`config.mk`:
```
export PLATFORM = sky130hd
export DESIGN_NAME = temp_avg_filter
export DESIGN_NICKNAME = d
export VERILOG_FILES = /design/src/rtl/temp_avg_filter.sv
export SDC_FILE = /design/constraint.sdc
export NUM_CORES = 1
export LEC_CHECK = 0
export ABC_AREA = 1
export CORE_MARGIN = 2
export CORE_UTILIZATION = 40
export CTS_CLUSTER_SIZE = 10
export DETAILED_ROUTE_END_ITERATION = 12
export PLACE_DENSITY = 0.63
export REMOVE_ABC_BUFFERS = 1
export SLEW_MARGIN = 10
export SYNTH_ARGS = -nofsm -noshare
export SYNTH_HDL_FRONTEND = slang
export SYNTH_SLANG_ARGS = --single-unit
export TNS_END_PERCENT = 5
```
`constraint.sdc`:
```
create_clock -name clk -period 4.8 [get_ports clk]
set_input_delay 0.48 -clock clk [delete_from_list [all_inputs] [get_ports clk]]
set_output_delay 0.48 -clock clk [all_outputs]
set_load 0.01 [all_outputs]
```
`src/rtl/temp_avg_filter.sv`:
```
module temp_avg_filter #(
  parameter int SW   = 12,
  parameter int FRAC = 4,
  parameter int LCW  = 3
) (
  input  logic          clk,
  input  logic          rst_n,
  input  logic [SW-1:0] smp_i,
  input  logic          smp_vld_i,
  input  logic          avg_en_i,
  input  logic          fast_wt_i,
  input  logic [LCW-1:0] lim_code_i,
  output logic [SW-1:0] flt_o,
  output logic          flt_vld_o
);
  localparam int AW = SW + FRAC;
  localparam int DW = AW + 1;
  localparam int SLOW_SH = 4;
  localparam int FAST_SH = 2;

  logic signed [AW-1:0] acc;
  logic                 seeded;
  logic signed [DW-1:0] smp_ext, acc_ext, gap, lim, gap_clip, step, acc_sum;
  logic signed [AW-1:0] acc_nxt;

  assign smp_ext = $signed({smp_i[SW-1], smp_i, {FRAC{1'b0}}});
  assign acc_ext = $signed({acc[AW-1], acc});
  assign gap     = smp_ext - acc_ext;
  assign lim     = $signed({{(DW-1){1'b0}}, 1'b1} << (32'(lim_code_i) + FRAC));

  always_comb begin
    if (gap > lim)       gap_clip = lim;
    else if (gap < -lim) gap_clip = -lim;
    else                 gap_clip = gap;
  end

  assign step    = fast_wt_i ? (gap_clip >>> FAST_SH) : (gap_clip >>> SLOW_SH);
  assign acc_sum = acc_ext + step;
  assign acc_nxt = acc_sum[AW-1:0];

  always_ff @(posedge clk or negedge rst_n) begin
    if (!rst_n) begin
      acc       <= '0;
      seeded    <= 1'b0;
      flt_o     <= '0;
      flt_vld_o <= 1'b0;
    end else begin
      flt_vld_o <= smp_vld_i;
      if (smp_vld_i) begin
        seeded <= 1'b1;
        if (!seeded || !avg_en_i) begin
          acc   <= smp_ext[AW-1:0];
          flt_o <= smp_i;
        end else begin
          acc   <= acc_nxt;
          flt_o <= acc_nxt[AW-1:FRAC];
        end
      end
    end
  end
endmodule

```
# ---- Yosys cells after proc, flatten, opt, wreduce, memory -nomap -nowiden
# Index checks and enable logic that the tools add are counted.
dict set report op_classes {
  n_addsub 4
  n_lt_le_gt_ge 2
  shift 1
  muxes 5
  n_reduce_logical 3
}
# cell count
set ops {}
lappend ops {{two-way mux 17 bit} 2}
lappend ops {{> comparator 17 bit} 1}
lappend ops {{< comparator 17 bit} 1}
lappend ops {{negation 17 bit} 1}
lappend ops {{<< shifter 1 x 4 -> 17 bit, first input constant} 1}
lappend ops {{subtractor 16 x 16 -> 17 bit} 1}
lappend ops {{adder 16 x 15 -> 16 bit} 1}
lappend ops {{two-way mux 16 bit} 1}
lappend ops {{two-way mux 14 bit} 1}
lappend ops {{two-way mux 12 bit} 1}
lappend ops {{adder 3 x 3 -> 4 bit, second input constant} 1}
lappend ops {{zero test 1 bit} 2}
lappend ops {{logical OR 1 bit} 1}
dict set report word_totals {
  reg_bits 30
  in_bits 20
  out_inout_bits 13
  wordCells 19
}

# ---- Depth between registers and ports, before layout
# Gate-level depths: netlist of the first run.
dict set report depth {
  depth_word 9
  depth_mapped 45
  mapped_depth_nobuf 45
}

# ---- Worst setup path after synthesis of the first run
# OpenSTA, ideal clock, no wires.
dict set report synth_path {
  path_type {input port to flip-flop}
  start {in smp_i[1]}
  end {reg flt_o[8]}
  setup_time_ns 0.132
  arrival_ns 4.793
  t_required_ns 4.668
  path_slack_ns -0.125
  cell_stages 38
  path_buffers 0
  path_cell_list {ha_1 a21oi_1 o21ai_1 a21oi_1 nor2_1 nor2_1 xnor2_1 ha_1 a21o_1 a21oi_1 nand3_1 nand2_1 nand2_1 nand2_1 nand2_1 nand3_2 nand2_1 nand2_1 [... 2 more ...] ha_1 inv_1 fa_1 inv_1 nand3_1 nand2_1 a21oi_1 nor2_1 a21boi_1 o21ai_0 nand2_1 nand2_1 a21oi_1 o21ai_0 or2_0 nand3_1 nand2_1 o21ai_0}
}
dict set report synth_via {
  elab_chain_len 7
  word_cells_on_any_way 8
  cone_classes {add/sub (2); order compare (2); mux (4)}
}
# item line_no
set synth_lines {}
lappend synth_lines {{start: declaration} 8} ;# input logic [SW-1:0] smp_i,
lappend synth_lines {{subtractor 16 x 16 -> 17 bit *} 28} ;# assign gap = smp_ext - acc_ext;
lappend synth_lines {{< comparator 17 bit} 33} ;# else if (gap < -lim) gap_clip = -lim;
lappend synth_lines {{two-way mux 17 bit} 33}
lappend synth_lines {{two-way mux 17 bit *} 32} ;# if (gap > lim) gap_clip = lim;
lappend synth_lines {{two-way mux 14 bit *} 37} ;# assign step = fast_wt_i ? (gap_clip >>> FAST_SH) : (gap_clip >>> SLOW_SH);
lappend synth_lines {{adder 16 x 15 -> 16 bit *} 38} ;# assign acc_sum = acc_ext + step;
lappend synth_lines {{two-way mux 12 bit *} 51} ;# if (!seeded || !avg_en_i) begin
lappend synth_lines {{end signal: assignment} 53} ;# flt_o <= smp_i;
lappend synth_lines {{end signal: assignment} 56} ;# flt_o <= acc_nxt[AW-1:FRAC];
lappend synth_lines {{end: declaration} 13} ;# output logic [SW-1:0] flt_o,
# Every way passes the cells marked *; elsewhere a longest branch is shown, timed or not.
# A chain may end at the register's enable or synchronous reset.

==> metrics.yaml, run 1 <==
detailed_routing:
  avgRoutedWirePerCell_microns: 14.8
  vias: 4046
  drt-total-wl_microns: 11800
  antenna_violating_nets_post_route: 0
  drt_first_iter_violations: 173
  drt_drc_violations_left: 0
  drt_pre_antenna_iters: 4
  routed_via_density: 5.08
setup_path:
  critical_path_arrival_ns: 5.34
  worstSetupPathType: "flip-flop to flip-flop"
  timing.critical_path.required_ns: 4.95
  critical_path.startpoint_type: "flip-flop"
  crit_path_max_fanout: 5
  timing.rr.end: "flt_o[6]$_DFFE_PN0P_"
  cp_slowest_cell: "sky130_fd_sc_hd__dfrtp_1"
  max_stage_delay_ns: 0.39
  regToRegStartpoint: "flt_o[1]$_DFFE_PN0P_"
  r2r_setup_slack_ns: -0.39
  endpoint_kind: "flip-flop"
  ff2ff_path_depth: 37
  worst_path_most_repeated_cell: "sky130_fd_sc_hd__nand2_2"
  worst_setup_path_startpoint: "flt_o[1]$_DFFE_PN0P_"
layout:
  fin_nets: 774
  postLayoutCoreUtil_pct: 67.5
  synthesis_to_layout_area_growth_pct: 63.1
  num_antenna_cells: 0
  drive_gt1_share_pct: 38.9
  nFillCells: 660
synthesis:
  synth_area_sq_um: 3400
  synthesis.area_per_instance_sq_um: 6.57
  netlist_instances: 517
  async_set_or_reset_register_ratio_after_synthesis_pct: 100
  yosysUniqueCellTypes: 46
  synth-edff-count: 0
  synthesis.yosys.warnings: 0
  seq_area_frac_synth_pct: 13.3
  synth_flop_cell: "sky130_fd_sc_hd__dfrtp_1"
  yosys_register_bits: 18
  synth_top_area_cell: "sky130_fd_sc_hd__ha_1"
  synth_largest_type_area_fraction_pct: 22.5
  yosys-top-cells-area: "sky130_fd_sc_hd__ha_1 (22%), sky130_fd_sc_hd__dfrtp_1 (13%), sky130_fd_sc_hd__nand2_1 (13%)"
outcome:
  failing_checks: "negative setup slack"
  run_status: "finished with violations"
placement:
  port-buffer-count: 32
  place.gp.congestion: 0.932
  place.detailed.hpwl_microns: 8420
timing:
  relSlewSlack_pct: 36.8
  max_slew.worst_pin.slew_ns: 0.945
  slew_viol_final: 0
  final.period_utilization_pct: 108
  layout_setup_ws_ns: -0.392
  post-route-min-period_ns: 5.19
  max_freq_mhz: 193
  timing.final.hold_violations: 0
  finalSetupViolCount: 11
  rsz0062_at_grt: "yes"
  fin_skew_ns: 0.00526
clock_network:
  num_cts_buffers: 3
  cts.hold.buffers_added: 0
  number_of_sinks_driven_by_the_clock_tree: 18
  h-tree-depth: 1
  cts.path.max_buffers: 2
  clock-root-buffer: "sky130_fd_sc_hd__clkbuf_8"
  clk-insertion-delay-late_ns: 0.27
  cts_tree: "yes"
  cts.clk_slew.worst_paths_ns: 0.08
floorplanning:
  placementRows: 33
  start_util_pct: 41.4
  io_pins: 33
  die_h_microns: 96.2
  design.die.area_sq_um: 9250
  die_w_microns: 96.2
  core_area_sq_um: 8220
global_route:
  number_of_global_route_vias_before_repair: 3917
  maximum_number_of_pins_on_one_net_before_global_route_repair: 28
  grt_use_total_pct: 24.4
  gr-total-overflow: 0
  grt_antenna_before_repair: 0
  grt_pass1_wl_microns: 17800
hold_path:
  timing.hold.worst_path_depth: 1
  worst_hold_path_type: "flip-flop to flip-flop"
  hold_start: "seeded$_DFFE_PN0P_"
  end_point_of_the_worst_hold_path: "seeded$_DFFE_PN0P_"
flow_run:
  cap_violations: 0
-- how the worst max path moves through the flow --
stage,endpoint,slack (ns),cells after the start
floorplan,flt_o[8]$_DFFE_PN0P_,-0.19,40
global placement,flt_o[8]$_DFFE_PN0P_,-1.15,36
detailed placement,flt_o[8]$_DFFE_PN0P_,-1.32,36
CTS,flt_o[8]$_DFFE_PN0P_,-0.20,39
global route,flt_o[5]$_DFFE_PN0P_,-0.67,40
finish,flt_o[6]$_DFFE_PN0P_,-0.39,37
-- sequential cells by signal (all words and copies together), names as in the netlist --
| signal | count |
|---|---|
| acc | 4 |
| flt_o | 12 |
| flt_vld_o | 1 |
| seeded | 1 |
-- repair_timing --
| action | CTS | global route |
|---|---|---|
| pin swaps | 34 | 57 |
| gates cloned | 0 | 1 |
| setup endpoints to repair | 12 | 12 |
| setup buffers | 9 | 8 |
| gates resized for setup | 74 | 70 |
-- layout make-up --
class | instances | area, sq um | share of cell area (%)
clock buffers | 4 | 55.1 | 0.993
inverters | 82 | 310 | 5.60
multi-input cells | 406 | 3130 | 56.4
flip-flops and latches | 18 | 450 | 8.13
well taps | 105 | 131 | 2.37
repair buffers | 181 | 1470 | 26.5
-- critical path: cells and delay by family (launching register included) --
kind	cells	cell delay, ns
simple gates	12	1.42
fa+ha+maj	4	1.05
compound gates	12	1.31
buf+inv	7	0.69
flops	1	0.39
xor+xnor	2	0.20
-- metrics by stage --
step	area (sq um)	setup TNS [ns]	hold slack, ns	worst slack [ns]	std cells
detailed placement	4730	-12.71	0.464	-1.32	774
global route	5540	-6.35	0.501	-0.669	796
finish	5540	-2.73	0.478	-0.392	796
CTS	5170	-1.17	0.482	-0.204	787
floorplan	3300	-0.222	0.184	-0.186	506
global placement	4730	-10.89	0.453	-1.15	774
-- placed cells by master (no fill, tap or decap), types with 13 or more instances in the layout --
| cell | Yosys | routed |
|---|---|---|
| sky130_fd_sc_hd__a21oi_1 | 42 | 26 |
| sky130_fd_sc_hd__buf_4 | 13 | 143 |
| sky130_fd_sc_hd__clkdlybuf4s50_1 | 0 | 24 |
| sky130_fd_sc_hd__conb_1 | 2 | 13 |
| sky130_fd_sc_hd__dfrtp_1 | 18 | 18 |
| sky130_fd_sc_hd__ha_1 | 61 | 44 |
| sky130_fd_sc_hd__ha_4 | 0 | 15 |
| sky130_fd_sc_hd__inv_1 | 80 | 71 |
| sky130_fd_sc_hd__nand2_1 | 118 | 100 |
| sky130_fd_sc_hd__nand2_2 | 2 | 18 |
| sky130_fd_sc_hd__nand3_1 | 21 | 19 |
| sky130_fd_sc_hd__nor2_1 | 30 | 25 |
| sky130_fd_sc_hd__o21ai_0 | 26 | 14 |
| sky130_fd_sc_hd__o21ai_1 | 15 | 15 |
-- cell families (layout without fill, tap and decap cells) --
group | after synthesis | count (layout) | share of synthesized area (%)
AO/OA/AOI/OAI | 114 | 114 | 18.9
multiplexers | 3 | 3 | 0.884
AND/OR/NAND/NOR | 192 | 192 | 24.7
buffers and inverters | 104 | 267 | 13.2
XOR/XNOR | 22 | 22 | 5.89
adder cells (fa/ha/maj) | 62 | 62 | 23.0
flip-flops | 18 | 18 | 13.3
other | 2 | 13 | 0.221
-- synth_stat cells, types with 5 or more instances --
master and count:
sky130_fd_sc_hd__a21oi_1 42, sky130_fd_sc_hd__inv_1 80, sky130_fd_sc_hd__o211ai_1 5, sky130_fd_sc_hd__ha_1 61
sky130_fd_sc_hd__nor2_1 30, sky130_fd_sc_hd__o22ai_1 7, sky130_fd_sc_hd__xor2_1 15, sky130_fd_sc_hd__nand2_1 118
sky130_fd_sc_hd__xnor2_1 6, sky130_fd_sc_hd__o21ai_0 26, sky130_fd_sc_hd__buf_4 13, sky130_fd_sc_hd__nand3_1 21
sky130_fd_sc_hd__o21ai_1 15, sky130_fd_sc_hd__dfrtp_1 18, sky130_fd_sc_hd__clkbuf_1 7
-- per-layer routing --
| layer | part of all wire [%] | track usage (%) |
|---|---|---|
| met1 | 42 | 30.4 |
| met2 | 52 | 44.8 |
| met3 | 3.2 | 1.57 |
| met4 | 2.5 | 7.14 |
| met5 | 0 | 0 |
Power of run 1 is not shown: default switching activity piles up to over one toggle a cycle in this logic, so the estimate is an artifact.
==> run 2, diff against run 1 <==
--- a/config.mk
+++ b/config.mk
@@ -6,9 +6,10 @@
 export NUM_CORES = 1
 export LEC_CHECK = 0
 export ABC_AREA = 1
+export CORE_ASPECT_RATIO = 0.7
 export CORE_MARGIN = 2
 export CORE_UTILIZATION = 40
-export CTS_CLUSTER_SIZE = 10
+export CTS_CLUSTER_SIZE = 8
 export DETAILED_ROUTE_END_ITERATION = 12
 export PLACE_DENSITY = 0.63
 export REMOVE_ABC_BUFFERS = 1
==> metrics.yaml, run 2 (synthesized netlist as in run 1, its figures left out) <==
layout:
  layout_top_registers: "flt_o (12), acc (4)"
  commonest_cells_after_routing_fill_and_taps_aside: "sky130_fd_sc_hd__buf_4 (142), sky130_fd_sc_hd__nand2_1 (104), sky130_fd_sc_hd__inv_1 (70), sky130_fd_sc_hd__ha_1 (49)"
  largest_reg_flops: 12
  fin_nets: 771
  layout.cells.most_common: "sky130_fd_sc_hd__buf_4"
  max_flop_register: "flt_o"
  synthesis_to_layout_area_growth_pct: 60.5
  drive_gt1_share_pct: 37.8
  num_antenna_cells: 0
  nFillCells: 705
setup_path:
  cp.buffers_inverters: 8
  timing.critical_path.required_ns: 4.91
  critical_path_arrival_ns: 5.27
  critical_path.startpoint_type: "input port"
  cp_slowest_cell: "sky130_fd_sc_hd__ha_4"
  max_stage_delay_ns: 0.31
  endpoint_kind: "flip-flop"
  worstSetupPathType: "input port to flip-flop"
  critPathTopFamily: "simple AND/OR/NAND/NOR gates"
  worst_path_most_repeated_cell: "sky130_fd_sc_hd__nand2_1"
  crit_path_max_fanout: 5
floorplanning:
  die_w_microns: 114
  die_h_microns: 81.1
  io_pins: 33
  start_util_pct: 40.8
  design.die.area_sq_um: 9260
  placementRows: 28
  core_area_sq_um: 8340
detailed_routing:
  routed_via_density: 5.08
  avgRoutedWirePerCell_microns: 14.4
  drt_pre_antenna_iters: 6
  drt-total-wl_microns: 11400
  drt_drc_violations_left: 0
  antenna_violating_nets_post_route: 0
  vias: 4026
  drt_first_iter_violations: 213
outcome:
  failing_checks: "negative setup slack"
  run_status: "finished with violations"
timing:
  slew_viol_final: 0
  max_freq_mhz: 194
  post-route-min-period_ns: 5.16
  max_slew.worst_pin.slew_ns: 1.04
  timing.final.hold_violations: 0
  layout_setup_ws_ns: -0.363
  fin_skew_ns: 0.00836
  worst_hold_slack_ns: 0.477
  rsz0062_at_grt: "yes"
  final.period_utilization_pct: 108
  relSlewSlack_pct: 30.1
  finalSetupViolCount: 10
clock_network:
  h-tree-depth: 1
  cts_tree: "yes"
  number_of_sinks_driven_by_the_clock_tree: 18
  cts.clk_slew.worst_paths_ns: 0.06
  num_cts_buffers: 3
  clock-root-buffer: "sky130_fd_sc_hd__clkbuf_16"
  clk-insertion-delay-late_ns: 0.26
  cts.path.max_buffers: 2
placement:
  port-buffer-count: 32
  place.detailed.hpwl_microns: 8340
  place.gp.congestion: 0.920
global_route:
  maximum_number_of_pins_on_one_net_before_global_route_repair: 28
  number_of_global_route_vias_before_repair: 3955
  gr-total-overflow: 0
  grt_pass1_wl_microns: 18000
  grt_antenna_before_repair: 0
  grt_use_total_pct: 24.2
hold_path:
  worst_hold_path_type: "flip-flop to flip-flop"
flow_run:
  cap_violations: 0
[run 2: path summary, 6_finish.rpt]
check	start	to	slack, ns	cells past startpoint
setup / recovery	smp_i[3]	flt_o[6]$_DFFE_PN0P_	-0.36	37
hold / removal	seeded$_DFFE_PN0P_	seeded$_DFFE_PN0P_	0.48	1
setup reg to reg	flt_o[3]$_DFFE_PN0P_	flt_o[6]$_DFFE_PN0P_	-0.29	37
hold reg to reg	seeded$_DFFE_PN0P_	seeded$_DFFE_PN0P_	0.48	1
max in group asynchronous	rst_n	flt_o[2]$_DFFE_PN0P_	3.50	1
min in group asynchronous	rst_n	flt_o[4]$_DFFE_PN0P_	0.73	1
[run 2: timing repair]
action,in CTS,in global routing
resized for setup,84,52
buffers inserted,10,9
hold buffers,0,0
setup endpoints to repair,11,11
pin swaps,43,42
[run 2: routing by layer]
layer  vias up  track usage [%]  routed length, microns
met3        18             3.96                     497
met5         -                0                       0
li1       2016                -                       -
met2        77             42.7                    5300
met1      1915             32.1                    5420
met4         0             3.17                     168
[run 2: area by class of cell]
class	count	area, sq um	area share (%)
clock buffer	4	88.8	1.63
multi-input combinational	406	3060	56.0
inverter	82	308	5.64
timing repair buffer	178	1420	26.0
tap	105	131	2.41
sequential	18	450	8.26
[run 2: worst register-to-register path, delay by kind of cell, from the launching register on]
| kind | cells | cell delay [ns] |
|---|---|---|
| compound gates | 9 | 1.16 |
| xor+xnor | 2 | 0.21 |
| fa+ha+maj | 3 | 0.84 |
| buf+inv | 8 | 0.88 |
| flops | 1 | 0.36 |
| simple gates | 15 | 1.48 |
[run 2: per-stage QoR]
step | util (%) | setup slack (ns) | area, sq um | std cells | TNS (ns)
2_1_floorplan | - | -0.186 | 3300 | 506 | -0.222
3_3_place_gp | 56.4 | -0.944 | 4700 | 770 | -9.19
5_1_grt | 65.4 | -0.673 | 5460 | 793 | -6.47
6_report | 65.4 | -0.363 | 5460 | 793 | -2.82
4_1_cts | 62.3 | -0.249 | 5200 | 784 | -1.53
3_5_place_dp | 56.4 | -1.11 | 4700 | 770 | -10.83
Power of run 2 is left out for the same reason.
==> run 3, diff against run 2 <==
--- a/config.mk
+++ b/config.mk
@@ -7,8 +7,8 @@
 export LEC_CHECK = 0
 export ABC_AREA = 1
 export CORE_ASPECT_RATIO = 0.7
-export CORE_MARGIN = 2
 export CORE_UTILIZATION = 40
+export CTS_BUF_LIST = sky130_fd_sc_hd__clkbuf_8
 export CTS_CLUSTER_SIZE = 8
 export DETAILED_ROUTE_END_ITERATION = 12
 export PLACE_DENSITY = 0.63
==> constraint.sdc (replaced) <==
create_clock -name clk -period 4.8 [get_ports clk]
set_input_delay 0.72 -clock clk [delete_from_list [all_inputs] [get_ports clk]]
set_output_delay 0.72 -clock clk [all_outputs]
set_load 0.01 [all_outputs]
==> metrics.yaml, run 3 (synthesized netlist as in run 1, its figures left out) <==
setup_path:
  critPathTopFamily: "compound AO/OA/AOI/OAI gates"
  cp_slowest_cell: "sky130_fd_sc_hd__ha_1"
  timing.critical_path.required_ns: 4.93
  worst_path_most_repeated_cell: "sky130_fd_sc_hd__nand2_1"
  endpoint_kind: "flip-flop"
  crit_path_max_fanout: 6
  critical_path_arrival_ns: 5.49
  max_stage_delay_ns: 0.34
  cp.buffers_inverters: 5
  worstSetupPathType: "input port to flip-flop"
  critical_path.startpoint_type: "input port"
floorplanning:
  start_util_pct: 42.3
  placementRows: 27
  die_h_microns: 79.1
  core_area_sq_um: 8040
  design.die.area_sq_um: 8870
  die_w_microns: 112
  io_pins: 33
clock_network:
  clk-insertion-delay-late_ns: 0.27
  clock-root-buffer: "sky130_fd_sc_hd__clkbuf_8"
  cts.clk_slew.worst_paths_ns: 0.08
  number_of_sinks_driven_by_the_clock_tree: 18
  cts.path.max_buffers: 2
  cts_tree: "yes"
  h-tree-depth: 1
  num_cts_buffers: 3
layout:
  layout_top_registers: "flt_o (12), acc (4)"
  num_antenna_cells: 0
  drive_gt1_share_pct: 37.0
  postLayoutCoreUtil_pct: 66.5
  fin_nets: 759
  largest_reg_flops: 12
  commonest_cells_after_routing_fill_and_taps_aside: "sky130_fd_sc_hd__buf_4 (130), sky130_fd_sc_hd__nand2_1 (103), sky130_fd_sc_hd__inv_1 (74), sky130_fd_sc_hd__ha_1 (46), sky130_fd_sc_hd__a21oi_1 (28)"
  synthesis_to_layout_area_growth_pct: 57.4
  max_flop_register: "flt_o"
  layout.cells.most_common: "sky130_fd_sc_hd__buf_4"
timing:
  slew_viol_final: 0
  worst_hold_slack_ns: 0.475
  layout_setup_ws_ns: -0.560
  rsz0062_at_grt: "yes"
  relSlewSlack_pct: 35.1
  timing.final.hold_violations: 0
  post-route-min-period_ns: 5.36
  max_freq_mhz: 187
  final.period_utilization_pct: 112
  finalSetupViolCount: 12
  max_slew.worst_pin.slew_ns: 0.970
  fin_skew_ns: 0.00400
flow_run:
  cap_violations: 0
placement:
  port-buffer-count: 32
  place.gp.congestion: 0.888
  place.detailed.hpwl_microns: 8500
detailed_routing:
  avgRoutedWirePerCell_microns: 14.7
  antenna_violating_nets_post_route: 0
  vias: 3969
  routed_via_density: 5.11
  drt-total-wl_microns: 11400
  drt_drc_violations_left: 1
  drt_first_iter_violations: 229
  drt_pre_antenna_iters: 9
global_route:
  grt_antenna_before_repair: 0
  grt_use_total_pct: 26.0
  gr-total-overflow: 0
  maximum_number_of_pins_on_one_net_before_global_route_repair: 28
  grt_pass1_wl_microns: 18300
  number_of_global_route_vias_before_repair: 3899
outcome:
  failing_checks: "design-rule violations, negative setup slack"
  run_status: "finished with violations"
hold_path:
  worst_hold_path_type: "flip-flop to flip-flop"
## run 3: cell types whose count changed in the layout (fill, tap and decap cells not counted), sizes merged
cell           before  now
buf               147  136
clkbuf              4    6
clkdlybuf4s15       2    3
dlygate4sd2         6    2
## run 3: cell type report
| cell class | instances | area, sq um |
|---|---|---|
| Multi-Input combinational cell | 406 | 3090 |
| Fill cell | 678 | 2690 |
| Timing Repair Buffer | 166 | 1320 |
| Sequential cell | 18 | 450 |
| Inverter | 82 | 308 |
| Tap cell | 101 | 126 |
| Clock buffer | 4 | 55.1 |
## run 3: per-stage QoR
stage | setup slack (ns) | setup TNS, ns | std cells | instance area [sq um]
3_5_place_dp | -1.37 | -14.27 | 763 | 4680
3_3_place_gp | -1.26 | -12.62 | 763 | 4680
6_report | -0.560 | -4.63 | 777 | 5350
4_1_cts | -0.490 | -3.84 | 776 | 5200
2_1_floorplan | -0.426 | -1.11 | 506 | 3300
5_1_grt | -0.833 | -7.60 | 777 | 5350
## run 3: final timing paths
path,startpoint,endpoint,slack (ns),cells past startpoint
setup / recovery,smp_i[2],flt_o[6]$_DFFE_PN0P_,-0.56,39
hold / removal,seeded$_DFFE_PN0P_,seeded$_DFFE_PN0P_,0.47,1
setup reg to reg,flt_o[2]$_DFFE_PN0P_,flt_o[6]$_DFFE_PN0P_,-0.46,39
hold reg to reg,seeded$_DFFE_PN0P_,seeded$_DFFE_PN0P_,0.47,1
max in group asynchronous,rst_n,flt_o[3]$_DFFE_PN0P_,3.29,1
min in group asynchronous,rst_n,seeded$_DFFE_PN0P_,0.96,1
## run 3: timing repair
item / 4_1_cts / 5_1_grt
setup buffers: 8 / 2
resized for setup: 92 / 45
setup endpoints to repair: 13 / 13
hold buffers: 0 / 0
cloned: 1 / 0
hold endpoints to repair: 0 / 0
pin swaps: 51 / 47
## run 3: layer usage
metal	vias up	global-route usage [%]	part of all wire [%]
met1	1824	34.9	47
met3	24	3.59	5.6
met4	0	5.20	1.5
li1	1992	-	-
met5	-	0	0
met2	129	44.7	46
## run 3: worst register-to-register path, delay by kind of cell, from the launching register on
family | cells | cell delay, ns
AO/OA/AOI/OAI | 13 | 1.85
AND/OR/NAND/NOR | 15 | 1.05
adder cells (fa/ha/maj) | 3 | 0.86
buffers and inverters | 5 | 0.53
flip-flops | 1 | 0.39
XOR/XNOR | 2 | 0.31
multiplexers | 1 | 0.09
Power of run 3 is left out for the same reason.
